$ cat src/rtl/cal_alarm_pkg.sv
package cal_alarm_pkg;

    localparam int SLOT_W = 3;
    localparam int SLOTS  = 1 << SLOT_W;

    localparam logic [SLOT_W-1:0] SLOT_SEC   = 3'd0;
    localparam logic [SLOT_W-1:0] SLOT_MIN   = 3'd1;
    localparam logic [SLOT_W-1:0] SLOT_HOUR  = 3'd2;
    localparam logic [SLOT_W-1:0] SLOT_DATE  = 3'd3;
    localparam logic [SLOT_W-1:0] SLOT_MONTH = 3'd4;
    localparam logic [SLOT_W-1:0] SLOT_YEAR  = 3'd5;
    localparam logic [SLOT_W-1:0] SLOT_DOW   = 3'd6;

    typedef struct packed {
        logic [6:0] sec;
        logic [6:0] min;
        logic [5:0] hour;
        logic [5:0] date;
        logic [4:0] month;
        logic [7:0] year;
        logic [2:0] dow;
    } clock_t;

    typedef struct packed {
        logic       en;
        logic [6:0] val;
    } field_t;

    function automatic logic [6:0] value_mask(logic [SLOT_W-1:0] s);
        case (s)
            SLOT_SEC, SLOT_MIN:    return 7'h7F;
            SLOT_HOUR, SLOT_DATE:  return 7'h3F;
            SLOT_MONTH:            return 7'h1F;
            SLOT_DOW:              return 7'h07;
            default:               return 7'h00;
        endcase
    endfunction

    function automatic logic slot_compared(logic [SLOT_W-1:0] s);
        return value_mask(s) != 7'h00;
    endfunction

    function automatic logic [6:0] live_value(clock_t t, logic [SLOT_W-1:0] s);
        case (s)
            SLOT_SEC:   return t.sec;
            SLOT_MIN:   return t.min;
            SLOT_HOUR:  return {1'b0, t.hour};
            SLOT_DATE:  return {1'b0, t.date};
            SLOT_MONTH: return {2'b00, t.month};
            SLOT_DOW:   return {4'b0000, t.dow};
            default:    return 7'h00;
        endcase
    endfunction

endpackage

$ cat src/rtl/cal_alarm_bank.sv
module cal_alarm_bank
    import cal_alarm_pkg::*;
(
    input  logic              clk,
    input  logic              rst,
    input  logic              wr_en,
    input  logic [SLOT_W-1:0] wr_slot,
    input  logic [7:0]        wr_data,
    input  logic [SLOT_W-1:0] rd_slot,
    input  clock_t            live,
    output logic [7:0]        rd_byte,
    output logic              match,
    output logic              any_en
);

    logic [SLOTS-1:0][7:0] slot_byte;
    logic [SLOTS-1:0]      slot_en;
    logic [SLOTS-1:0]      slot_hit;

    for (genvar g = 0; g < SLOTS; g++) begin : g_slot
        localparam logic [SLOT_W-1:0] S = SLOT_W'(g);
        if (slot_compared(S)) begin : g_field
            field_t q;
            always_ff @(posedge clk) begin
                if (rst)
                    q <= '0;
                else if (wr_en && wr_slot == S)
                    q <= '{en: wr_data[7], val: wr_data[6:0] & value_mask(S)};
            end
            assign slot_byte[g] = q;
            assign slot_en[g]   = q.en;
            assign slot_hit[g]  = !q.en || (q.val == live_value(live, S));
        end else if (S == SLOT_YEAR) begin : g_year
            assign slot_byte[g] = live.year;
            assign slot_en[g]   = 1'b0;
            assign slot_hit[g]  = 1'b1;
        end else begin : g_spare
            assign slot_byte[g] = 8'h00;
            assign slot_en[g]   = 1'b0;
            assign slot_hit[g]  = 1'b1;
        end
    end

    assign rd_byte = slot_byte[rd_slot];
    assign any_en  = |slot_en;
    assign match   = any_en && (&slot_hit);

endmodule

$ cat src/rtl/cal_alarm_flags.sv
module cal_alarm_flags #(
    parameter int NUM_ALARMS = 2
) (
    input  logic                  clk,
    input  logic                  rst,
    input  logic                  tick,
    input  logic [NUM_ALARMS-1:0] match,
    input  logic                  status_wr,
    input  logic                  ie_wr,
    input  logic [NUM_ALARMS-1:0] wr_bits,
    output logic [NUM_ALARMS-1:0] flags,
    output logic [NUM_ALARMS-1:0] ie,
    output logic                  irq_n
);

    logic [NUM_ALARMS-1:0] clear_mask;
    logic [NUM_ALARMS-1:0] set_mask;

    assign clear_mask = status_wr ? ~wr_bits : '0;
    assign set_mask   = tick ? match : '0;

    always_ff @(posedge clk) begin
        if (rst) begin
            flags <= '0;
            ie    <= '0;
        end else begin
            flags <= (flags & ~clear_mask) | set_mask;
            if (ie_wr)
                ie <= wr_bits;
        end
    end

    assign irq_n = ~|(flags & ie);

endmodule

$ cat src/rtl/cal_alarm_pair.sv
module cal_alarm_pair
    import cal_alarm_pkg::*;
#(
    parameter int NUM_ALARMS = 2,
    parameter int ADDR_W     = 5
) (
    input  logic              clk,
    input  logic              rst,
    input  logic              tick,
    input  logic [6:0]        now_sec,
    input  logic [6:0]        now_min,
    input  logic [5:0]        now_hour,
    input  logic [5:0]        now_date,
    input  logic [4:0]        now_month,
    input  logic [7:0]        now_year,
    input  logic [2:0]        now_dow,
    input  logic              bus_wr,
    input  logic [ADDR_W-1:0] bus_addr,
    input  logic [7:0]        bus_wdata,
    output logic [7:0]        bus_rdata,
    output logic              irq_n
);

    localparam int BANK_W      = (NUM_ALARMS > 1) ? $clog2(NUM_ALARMS) : 1;
    localparam int STATUS_ADDR = NUM_ALARMS * SLOTS;
    localparam int IE_ADDR     = STATUS_ADDR + 1;

    clock_t live;
    assign live = '{sec: now_sec, min: now_min, hour: now_hour, date: now_date,
                    month: now_month, year: now_year, dow: now_dow};

    logic                        in_banks;
    logic [BANK_W-1:0]           bank_sel;
    logic [SLOT_W-1:0]           slot_sel;
    logic                        status_hit;
    logic                        ie_hit;
    logic [NUM_ALARMS-1:0][7:0]  bank_byte;
    logic [NUM_ALARMS-1:0]       hit;
    logic [NUM_ALARMS-1:0]       en_any;
    logic [NUM_ALARMS-1:0]       flags;
    logic [NUM_ALARMS-1:0]       ie_q;

    assign in_banks   = bus_addr < ADDR_W'(STATUS_ADDR);
    assign bank_sel   = bus_addr[SLOT_W +: BANK_W];
    assign slot_sel   = bus_addr[SLOT_W-1:0];
    assign status_hit = bus_addr == ADDR_W'(STATUS_ADDR);
    assign ie_hit     = bus_addr == ADDR_W'(IE_ADDR);

    for (genvar b = 0; b < NUM_ALARMS; b++) begin : g_bank
        cal_alarm_bank u_bank (
            .clk     (clk),
            .rst     (rst),
            .wr_en   (bus_wr && in_banks && bank_sel == BANK_W'(b)),
            .wr_slot (slot_sel),
            .wr_data (bus_wdata),
            .rd_slot (slot_sel),
            .live    (live),
            .rd_byte (bank_byte[b]),
            .match   (hit[b]),
            .any_en  (en_any[b])
        );
    end

    cal_alarm_flags #(.NUM_ALARMS(NUM_ALARMS)) u_flags (
        .clk       (clk),
        .rst       (rst),
        .tick      (tick),
        .match     (hit),
        .status_wr (bus_wr && status_hit),
        .ie_wr     (bus_wr && ie_hit),
        .wr_bits   (bus_wdata[NUM_ALARMS-1:0]),
        .flags     (flags),
        .ie        (ie_q),
        .irq_n     (irq_n)
    );

    always_comb begin
        bus_rdata = 8'h00;
        if (in_banks)
            bus_rdata = bank_byte[bank_sel];
        else if (status_hit)
            bus_rdata = 8'(flags);
        else if (ie_hit)
            bus_rdata = 8'(ie_q);
    end

endmodule

$ cat config.mk
export PLATFORM = sky130hd
export DESIGN_NAME = cal_alarm_pair
export DESIGN_NICKNAME = d
export VERILOG_FILES = /design/src/rtl/cal_alarm_pkg.sv /design/src/rtl/cal_alarm_bank.sv /design/src/rtl/cal_alarm_flags.sv /design/src/rtl/cal_alarm_pair.sv
export SDC_FILE = /design/constraint.sdc
export NUM_CORES = 1
export LEC_CHECK = 0
export ABC_CLOCK_PERIOD_IN_PS = 1900
export BUFFER_PORTS_ARGS = -buffer_cell sky130_fd_sc_hd__buf_2
export CAP_MARGIN = 30
export CORE_ASPECT_RATIO = 0.7
export CORE_MARGIN = 1
export CORE_UTILIZATION = 58
export DETAILED_ROUTE_END_ITERATION = 8
export GPL_TIMING_DRIVEN = 0
export PLACE_DENSITY_LB_ADDON = 0.25
export RECOVER_POWER = 50
export SKIP_LAST_GASP = 1
export SLEW_MARGIN = 20
export SYNTH_ARGS = -nofsm -noshare
export SYNTH_HDL_FRONTEND = slang
export SYNTH_SLANG_ARGS = --single-unit
$ cat constraint.sdc
create_clock -name clk -period 1.9 [get_ports clk]
set_input_delay 0.095 -clock clk [delete_from_list [all_inputs] [get_ports clk]]
set_output_delay 0.095 -clock clk [all_outputs]
set_load 0.01 [all_outputs]
==> flow_summary.json, run 1 <==
{
  "status": "finished with violations",
  "violations": "setup timing",
  "cp_top_family": "multiplexers",
  "synth_area_leader_cell": "dfxtp_1",
  "ctsRootBufferMaster": "clkbuf_16",
  "hold_buffers": 0,
  "synth_mux_area_share_pct": 22.7,
  "r2r-end": "u_flags.flags[0]$_SDFF_PP0_",
  "ys_ff_latch": 84,
  "syn_area_per_cell_um2": 9.42,
  "grt_pass1_vias": 4087,
  "yosys_warnings": 0,
  "antenna_cells": 0,
  "max_cap_violations": 0,
  "worstMarginPinSlew_ns": 0.801,
  "synthToLayoutAreaGrowth_pct": 16.5,
  "ys.flop_type": "dfxtp_1",
  "place_congestion": 0.977,
  "post-route-drc-count": 0,
  "final-seq-area_um2": 1700,
  "rows": 27,
  "drv_slew": 0,
  "ys_top_cells_by_area": "dfxtp_1, mux2i_1, xnor2_1",
  "slew_headroom_pct": 46.5,
  "ant_nets": 0,
  "synth_fa_ha_area_share_pct": 0,
  "fin_crit_ns": 2.02,
  "die_x_um": 110,
  "dp_cells": 668,
  "wl_mm": 14.6,
  "fillers": 643,
  "hold_path_end": "g_bank[0].u_bank.g_slot[0].g_field.q[2]$_SDFFE_PP0P_",
  "crit_fanout": 2,
  "cts_buffer_depth": 2,
  "reg2regPathDepth": 6,
  "irDropWorstVdd_mv": 0.568,
  "final_hold_viol_count": 0,
  "synth_top_family_by_area": "multiplexers",
  "netlist_area_um2": 4760,
  "r2r-start": "g_bank[0].u_bank.g_slot[0].g_field.q[0]$_SDFFE_PP0P_",
  "cp_slowest_cell": "mux4_2",
  "synth.yosys.seq_area_share_pct": 35.4,
  "via_count": 4305,
  "synth_edf_count": 0,
  "pin_count": 68,
  "cpPeakStageDelay_ns": 0.47,
  "antenna_found_initial": 0,
  "cts-htree-levels": 3,
  "cts_tree": "done",
  "layout-drive-gt1-share_pct": 23.0,
  "grt_overflow": 0,
  "cp-end-kind": "output port",
  "start_util_pct": 60.2,
  "synth_compound_area_share_pct": 8.02,
  "worst_slack_ns": -0.116,
  "die_h_um": 77.8,
  "fin_setup_tns_ns": -0.293,
  "finalCritPeriodShare_pct": 106,
  "setup_viol": 4,
  "start_kind": "flop",
  "synth-simple-area-share_pct": 17.3,
  "cts.clk_slew.worst_paths_ns": 0.06,
  "crit_buf_inv": 1,
  "total_power_mw": 4.08,
  "pwr_density_cell_nw_per_um2": 737,
  "drtIter0Drc": 450,
  "numCtsBuffers": 9,
  "viasPerCell": 6.26,
  "finalNetCount": 643,
  "grt_pass1_wl_mm": 21.9,
  "finalNonFillerCells": 688,
  "synth_top_area_share_pct": 35.4,
  "syn_inst": 505,
  "grt_max_degree": 13,
  "fmax_ghz": 0.496,
  "criticalPathCategory": "reg2out",
  "insertion_delay_ns": 0.34,
  "core_area_um2": 7910,
  "path_cells": "mux4_2 > mux2i_1 > a211oi_1 > a221o_1 > buf_2",
  "fin_skew_ns": 0.00352,
  "ys_types": 41,
  "async_flop_share_pct": 0,
  "arrival_ns": 1.92,
  "hold_slack_ns": 0.0308,
  "min_path_cells": 3,
  "leakage_nw": 2.28,
  "dp_hpwl_mm": 10.9,
  "synth_xor_area_share_pct": 12.5,
  "multi_input_area_um2": 2870,
  "finalCoreUtilization_pct": 70.1,
  "worstHoldPathType": "in2reg",
  "clock_sinks": 84,
  "grt_setup_unrepaired": "true",
  "wl_per_cell_um": 21.2,
  "min-delay-start": "bus_wdata[2]",
  "numPortBuffers": 62,
  "synth_nets": 564,
  "drt_first_pass_iters": 5,
  "r2r_slack_ns": 0.35,
  "dieArea_um2": 8570,
  "track_usage_pct": 35.5,
  "required_ns": 1.80
}
## layout make-up
type                    count  share of cell area, %
multi-input cells         384                   51.8
plain buffers              35                   3.14
flip-flops and latches     84                   30.8
clock inverters             2                   1.08
inverters                   2                  0.136
repair buffers             68                   6.39
well taps                 101                   2.28
clock buffers              12                   4.45
## per-stage QoR
stage	worst slack (ns)	instance area [um2]
finish	-0.116	5540
global route	-0.197	5540
CTS	-0.100	5530
detailed placement	0.131	5190
global placement	0.185	5190
floorplan	0.509	4760
## cells in the final DEF, fill, tap and decap left out, types with 4 or more instances in the layout
master / instances
xor2_1: 24
xnor2_1: 44
dfxtp_1: 72
a21oi_1: 28
a211oi_1: 5
clkbuf_16: 9
nand3_1: 33
o31ai_1: 6
mux2i_1: 68
mux4_2: 17
clkbuf_1: 23
buf_2: 68
and3_1: 4
dfxtp_2: 9
o21ai_1: 4
buf_4: 8
o41ai_1: 4
nor2b_1: 5
nor2_1: 67
nand2_1: 38
nand4_1: 10
## synth_stat cells (all sizes together), types with 2 or more instances
| cell type | count |
|---|---|
| o31ai | 6 |
| nor4b | 2 |
| and3 | 4 |
| nand2 | 39 |
| mux4 | 17 |
| inv | 2 |
| buf | 16 |
| nand3 | 33 |
| nand4 | 10 |
| xor2 | 24 |
| a21oi | 29 |
| nor2 | 67 |
| dfxtp | 84 |
| a221oi | 2 |
| nor2b | 5 |
| o21ai | 6 |
| xnor2 | 44 |
| clkbuf | 19 |
| a2111oi | 2 |
| o41ai | 4 |
| mux2i | 69 |
| a211oi | 5 |
| nor3 | 6 |
| a22oi | 2 |
| a221o | 2 |
## report_power, final
part	internal [mW]	total, mW	switching [mW]
logic	0.177	0.447	0.270
clock network	1.17	1.85	0.676
registers	1.77	1.79	0.0158
## worst max-delay path by stage
stage | from | end | slack, ns | cells past startpoint
finish | g_bank[1].u_bank.g_slot[1].g_field.q[0]$_SDFFE_PP0P_ | bus_rdata[0] | -0.12 | 5
global route | g_bank[1].u_bank.g_slot[3].g_field.q[1]$_SDFFE_PP0P_ | bus_rdata[1] | -0.20 | 5
CTS | g_bank[1].u_bank.g_slot[1].g_field.q[0]$_SDFFE_PP0P_ | bus_rdata[0] | -0.10 | 5
detailed placement | bus_addr[0] | bus_rdata[2] | 0.13 | 6
global placement | bus_addr[0] | bus_rdata[2] | 0.19 | 6
floorplan | g_bank[0].u_bank.g_slot[1].g_field.q[0]$_SDFFE_PP0P_ | bus_rdata[0] | 0.51 | 4
## metal layers
metal,track usage (%),wire length [um]
met5,0,0
met3,11.8,1620
met2,53.8,6420
met1,48.2,6220
met4,10.3,293
## flip-flops by register name (all words and copies together) (netlist names)
name                            flops
g_bank.u_bank.g_slot.g_field.q     80
u_flags.flags                       2
u_flags.ie                          2
## worst reg2reg max path: stages (launching register included)
cell and delay (ns):
dfxtp_4 0.35, buf_4 0.15, xnor2_1 0.16, nand4_1 0.12, o41ai_1 0.35, nand4_1 0.21, o21ai_1 0.16
## logic make-up (layout without fill, tap and decap cells)
family,after synthesis,after routing
muxes,86,86
xor gates and xnor gates,68,68
DFF,84,84
and+or+nand+nor,171,171
buffers and inverters,37,119
AOI/OAI and AO/OA,59,59
## what timing repair did
action | CTS | global route
gates cloned | 0 | 0
setup endpoints to repair | 2 | 5
hold endpoints to repair | 0 | 0
pin swaps | 1 | 1
setup buffers | 3 | 3
resized for setup | 12 | 8
Power figures use the tool's default switching activity.
==> run 2, diff against run 1 <==
--- a/config.mk
+++ b/config.mk
@@ -11,10 +11,10 @@
 export CORE_ASPECT_RATIO = 0.7
 export CORE_MARGIN = 1
 export CORE_UTILIZATION = 58
+export CTS_CLUSTER_DIAMETER = 50
 export DETAILED_ROUTE_END_ITERATION = 8
 export GPL_TIMING_DRIVEN = 0
 export PLACE_DENSITY_LB_ADDON = 0.25
-export RECOVER_POWER = 50
 export SKIP_LAST_GASP = 1
 export SLEW_MARGIN = 20
 export SYNTH_ARGS = -nofsm -noshare
==> run 2 against run 1 <==
The flow still finishes with violations (setup timing). Critical path depth unchanged. Register-to-register slack worse by 0.03 ns. Hold slack worse by 0.0061 ns. Clock skew up 0.00090 ns. Global-route usage unchanged. Die area unchanged. Count of clock-buffer cells in the layout unchanged. Maximum frequency down 1.1%. Combinational power up 1%. Sequential share of layout area down 0.19 points. Non-clock buffer count unchanged.
==> flow_summary.json, run 2 (same netlist as run 1, synthesis figures left out) <==
{
  "status": "finished with violations",
  "violations": "setup timing",
  "fin_crit_ns": 2.04,
  "synthToLayoutAreaGrowth_pct": 17.2,
  "ant_nets": 0,
  "arrival_ns": 1.94,
  "cts_tree": "done",
  "track_usage_pct": 35.5,
  "min_path_cells": 3,
  "core_area_um2": 7910,
  "cp-end-kind": "output port",
  "cts_buffer_depth": 2,
  "hold_slack_ns": 0.0248,
  "grt_setup_unrepaired": "true",
  "drv_slew": 0,
  "r2r_slack_ns": 0.32,
  "antenna_found_initial": 0,
  "dp_hpwl_mm": 10.9,
  "pin_count": 68,
  "die_x_um": 110,
  "pwr_density_cell_nw_per_um2": 735,
  "worstMarginPinSlew_ns": 0.731,
  "hold_buffers": 0,
  "layout-drive-gt1-share_pct": 24.2,
  "cts.clk_slew.worst_paths_ns": 0.06,
  "drtIter0Drc": 407,
  "min-delay-start": "bus_wdata[2]",
  "slew_headroom_pct": 51.3,
  "clock_sinks": 84,
  "viasPerCell": 6.23,
  "criticalPathCategory": "reg2out",
  "start_util_pct": 60.2,
  "finalCoreUtilization_pct": 70.5,
  "irDropWorstVdd_mv": 0.573,
  "die_h_um": 77.8,
  "setup_viol": 3,
  "wl_mm": 14.5,
  "max_cap_violations": 0,
  "place_congestion": 0.977,
  "antenna_cells": 0,
  "leakage_nw": 2.30,
  "crit_fanout": 2,
  "r2r-start": "g_bank[0].u_bank.g_slot[0].g_field.q[0]$_SDFFE_PP0P_",
  "dieArea_um2": 8570,
  "largest_reg_flops": 80,
  "numCtsBuffers": 9,
  "numPortBuffers": 62,
  "hold_path_end": "g_bank[0].u_bank.g_slot[0].g_field.q[2]$_SDFFE_PP0P_",
  "final_cell_mix": "dfxtp_1, buf_2, mux2i_1",
  "rows": 27,
  "post-route-drc-count": 0,
  "grt_pass1_wl_mm": 21.9,
  "required_ns": 1.80,
  "grt_max_degree": 13,
  "worstHoldPathType": "in2reg",
  "start_kind": "flop",
  "r2r-end": "u_flags.flags[0]$_SDFF_PP0_",
  "grt_pass1_vias": 4087,
  "insertion_delay_ns": 0.35,
  "finalCritPeriodShare_pct": 107,
  "fillers": 637,
  "finalNetCount": 643,
  "grt_overflow": 0,
  "fin_skew_ns": 0.00442,
  "wl_per_cell_um": 21.0,
  "reg2regPathDepth": 6,
  "worst_slack_ns": -0.138,
  "via_count": 4288,
  "final_hold_viol_count": 0,
  "largestRegisters": "g_bank.u_bank.g_slot.g_field.q: 80 flops, u_flags.flags: 2 flops, u_flags.ie: 2 flops",
  "drt_first_pass_iters": 5,
  "fmax_ghz": 0.491,
  "final_common_cell": "dfxtp_1",
  "ctsRootBufferMaster": "clkbuf_16",
  "top_register": "g_bank.u_bank.g_slot.g_field.q",
  "cts-htree-levels": 3
}
-- run 2: report_power, final --
group | switching, mW | internal, mW | total (mW)
Combinational | 0.273 | 0.180 | 0.453
Clock | 0.684 | 1.17 | 1.86
Sequential | 0.0156 | 1.77 | 1.79
-- run 2: worst max path at each step --
stage | startpoint | endpoint | slack, ns | cells past startpoint
2_1_floorplan | g_bank[0].u_bank.g_slot[1].g_field.q[0]$_SDFFE_PP0P_ | bus_rdata[0] | 0.51 | 4
3_3_place_gp | bus_addr[0] | bus_rdata[2] | 0.19 | 6
5_1_grt | g_bank[1].u_bank.g_slot[3].g_field.q[1]$_SDFFE_PP0P_ | bus_rdata[1] | -0.20 | 5
6_report | g_bank[1].u_bank.g_slot[1].g_field.q[0]$_SDFFE_PP0P_ | bus_rdata[0] | -0.14 | 5
4_1_cts | g_bank[1].u_bank.g_slot[1].g_field.q[0]$_SDFFE_PP0P_ | bus_rdata[0] | -0.10 | 5
3_5_place_dp | bus_addr[0] | bus_rdata[2] | 0.13 | 6
-- run 2: through the flow --
stage / cells / setup TNS (ns) / worst slack, ns / total power, mW / cell area [um2]
2_1_floorplan: 505 / 0 / 0.509 / 2.08 / 4760
3_3_place_gp: 668 / 0 / 0.185 / 2.26 / 5190
3_5_place_dp: 668 / 0 / 0.131 / 2.26 / 5190
4_1_cts: 685 / -0.196 / -0.100 / 4.08 / 5530
5_1_grt: 688 / -0.402 / -0.197 / 4.19 / 5570
6_report: 688 / -0.251 / -0.138 / 4.10 / 5570
-- run 2: timing repair --
| item | CTS | global route |
|---|---|---|
| endpoints found under the setup margin | 2 | 5 |
| gates resized for setup | 12 | 8 |
| setup buffers | 3 | 3 |
| pin swaps | 1 | 1 |
-- run 2: layout make-up --
type	instances	area, um2	share of cell area, %
timing repair buffer	68	355	6.38
buffer	35	188	3.37
sequential	84	1700	30.6
multi-input combinational	384	2890	51.8
clock inverter	2	60.1	1.08
inverter	2	7.51	0.135
clock buffer	12	246	4.42
tap	101	126	2.27
-- run 2: routing by layer --
metal	vias to the layer above	GRT usage [%]	routed length, um
met4	0	10.3	288
met2	258	53.8	6380
met1	2054	48.2	6170
met3	35	11.8	1630
li1	1941	-	-
met5	-	0	0
-- run 2: critical path: stages (launching register included) --
cell	delay [ns]
dfxtp_4	0.35
mux4_2	0.47
mux2i_1	0.24
a211oi_1	0.12
a221o_1	0.28
buf_2	0.14
==> run 3, diff against run 2 <==
--- a/config.mk
+++ b/config.mk
@@ -5,6 +5,7 @@
 export SDC_FILE = /design/constraint.sdc
 export NUM_CORES = 1
 export LEC_CHECK = 0
+export ABC_AREA = 1
 export ABC_CLOCK_PERIOD_IN_PS = 1900
 export BUFFER_PORTS_ARGS = -buffer_cell sky130_fd_sc_hd__buf_2
 export CAP_MARGIN = 30
@@ -14,7 +15,7 @@
 export CTS_CLUSTER_DIAMETER = 50
 export DETAILED_ROUTE_END_ITERATION = 8
 export GPL_TIMING_DRIVEN = 0
-export PLACE_DENSITY_LB_ADDON = 0.25
+export PLACE_DENSITY = 0.8
 export SKIP_LAST_GASP = 1
 export SLEW_MARGIN = 20
 export SYNTH_ARGS = -nofsm -noshare
==> run 3 against run 2 <==
The run now ends clean. Combinational power rose by 18%. Design area rose by 6.6%. Sequential power about the same. Critical endpoint unchanged. Area after synthesis grew 7.7%. Non-clock buffer count is 5 lower. Maximum frequency grew 8.3%. Highest routed layer unchanged. Synthesized cell count up 61%. Total power increased by 3.8%. Sequential share of layout area decreased by 2.3 points. Global-route usage rose by 5.7 points. Via count is 36% higher.
==> flow_summary.json, run 3 <==
{
  "status": "finished, final reports clean",
  "worstMarginPinSlew_ns": 0.870,
  "ys_types": 36,
  "syn_area_per_cell_um2": 6.30,
  "max_cap_violations": 0,
  "fin_skew_ns": 0.00641,
  "yosys_warnings": 0,
  "cts.clk_slew.worst_paths_ns": 0.06,
  "finalCoreUtilization_pct": 69.8,
  "cp-end-kind": "output port",
  "grt_pass1_vias": 5238,
  "cpPeakStageDelay_ns": 0.32,
  "largestRegisters": "g_bank.u_bank.g_slot.g_field.q: 80 flops, u_flags.flags: 2 flops, u_flags.ie: 2 flops",
  "post-route-drc-count": 0,
  "grt_max_degree": 14,
  "via_count": 5818,
  "hold_buffers": 0,
  "irDropWorstVdd_mv": 0.607,
  "ant_nets": 0,
  "synth_top_area_share_pct": 32.8,
  "largest_reg_flops": 80,
  "syn_inst": 813,
  "wl_mm": 18.0,
  "drtIter0Drc": 635,
  "numCtsBuffers": 9,
  "track_usage_pct": 41.2,
  "grt_overflow": 0,
  "pin_count": 68,
  "dp_hpwl_mm": 13.8,
  "drv_slew": 0,
  "rows": 28,
  "cts-htree-levels": 3,
  "synth_edf_count": 0,
  "wl_per_cell_um": 17.8,
  "netlist_area_um2": 5120,
  "synth_nets": 872,
  "antenna_found_initial": 0,
  "pwr_density_cell_nw_per_um2": 716,
  "ys_top_cells_by_area": "dfxtp_1, nand2_1, inv_1",
  "final_common_cell": "nand2_1",
  "numPortBuffers": 62,
  "leakage_nw": 2.53,
  "drt_first_pass_iters": 6,
  "ys.flop_type": "dfxtp_1",
  "grt_setup_unrepaired": "false",
  "required_ns": 1.80,
  "finalCritPeriodShare_pct": 99.0,
  "hold_slack_ns": 0.0651,
  "criticalPathCategory": "in2out",
  "cp_top_family": "simple AND/OR/NAND/NOR gates",
  "slew_headroom_pct": 42.0,
  "synth_area_leader_cell": "dfxtp_1",
  "start_util_pct": 60.2,
  "async_flop_share_pct": 0,
  "clock_sinks": 84,
  "place_congestion": 0.998,
  "grt_pass1_wl_mm": 27.9,
  "fin_crit_ns": 1.88,
  "arrival_ns": 1.79,
  "final_hold_viol_count": 0,
  "finalNetCount": 948,
  "start_kind": "primary input",
  "viasPerCell": 5.73,
  "crit_buf_inv": 3,
  "final_cell_mix": "nand2_1, inv_1, nor2_1",
  "top_register": "g_bank.u_bank.g_slot.g_field.q",
  "core_area_um2": 8510,
  "worstHoldPathType": "in2reg",
  "dieArea_um2": 9220,
  "synth.yosys.seq_area_share_pct": 32.8,
  "insertion_delay_ns": 0.34,
  "die_h_um": 80.6,
  "crit_fanout": 9,
  "ctsRootBufferMaster": "clkbuf_16",
  "cp_slowest_cell": "nand2_1",
  "synthTopCellsByCount": "nand2_1, inv_1, nor2_1, dfxtp_1, a21oi_1",
  "path_cells": "buf_2 > nand2_1 > clkinv_2 > a22oi_1 > nand3_1 > nand3_1 > nand2_1 > nand2_1 > nand3_1 > buf_2",
  "die_x_um": 114,
  "cts_buffer_depth": 2,
  "synth.most_common_cell": "nand2_1",
  "ys_ff_latch": 84,
  "setup_viol": 0,
  "synthToLayoutAreaGrowth_pct": 16.0,
  "cts_tree": "done",
  "fin_setup_tns_ns": 0,
  "layout-drive-gt1-share_pct": 14.3,
  "fmax_ghz": 0.531
}
-- run 3: changes by cell type after synthesis, moves of 17 or more --
cell and delta:
nor2_1 +31, xor2_1 -18, xnor2_1 -32, inv_1 +107, a211oi_1 +36, nand2_1 +234, mux2i_1 -68, a21oi_1 +17
-- run 3: cell families (layout without fill, tap and decap cells) --
logic type	after synthesis	count (layout)	synth area share (%)
buffers and inverters	152	233	11.7
DFF	84	84	32.8
other	0	1	0
xor gates and xnor gates	18	18	3.08
and+or+nand+nor	417	417	32.7
AOI/OAI and AO/OA	141	141	19.4
muxes	1	1	0.195
-- run 3: path summary, 6_finish.rpt --
path | from | end | slack, ns | cells after the start
hold reg to reg | u_flags.ie[0]$_SDFFE_PP0P_ | u_flags.ie[0]$_SDFFE_PP0P_ | 0.48 | 2
setup reg to reg | g_bank[0].u_bank.g_slot[1].g_field.q[6]$_SDFFE_PP0P_ | u_flags.flags[0]$_SDFF_PP0_ | 0.41 | 7
hold / removal | bus_wdata[6] | g_bank[0].u_bank.g_slot[1].g_field.q[6]$_SDFFE_PP0P_ | 0.07 | 3
setup / recovery | bus_addr[1] | bus_rdata[0] | 0.02 | 10
-- run 3: what timing repair did --
action	4_1_cts	5_1_grt
pin swaps	0	1
gates resized for setup	1	7
buffers inserted	0	3
setup endpoints to repair	1	5
-- run 3: cell type report --
class,count,area (um2)
Clock buffer,11,243
Antenna cell,1,2.50
Clock inverter,5,75.1
Fill cell,781,2570
Timing Repair Buffer,65,333
Tap cell,120,150
Multi-Input combinational cell,577,2850
Buffer,33,158
Inverter,119,452
Sequential cell,84,1680
-- run 3: per-layer routing --
layer	up-vias	track usage (%)	wire (um)
li1	2754	-	-
met1	2650	56.4	7870
met2	365	61.0	7480
met3	49	12.6	2200
met4	0	14.3	487
met5	-	0	0
-- run 3: worst min-delay path: stages --
cell and delay, ns:
buf_2 0.14, nand2_1 0.07, a21oi_1 0.06
-- run 3: metrics by stage --
step	std cells	total power [mW]	setup WS (ns)	cell area (um2)
after floorplan	813	2.12	0.698	5120
after global placement	995	2.33	0.0546	5580
after detailed placement	995	2.34	0.0495	5580
after CTS	1011	4.21	0.0699	5900
after global routing	1014	4.37	0.00564	5940
final	1015	4.25	0.0183	5940
-- run 3: report_power, final --
part	total, mW	internal [mW]	switching [mW]
Clock	1.92	1.18	0.736
Combinational	0.535	0.168	0.367
Sequential	1.80	1.78	0.0186
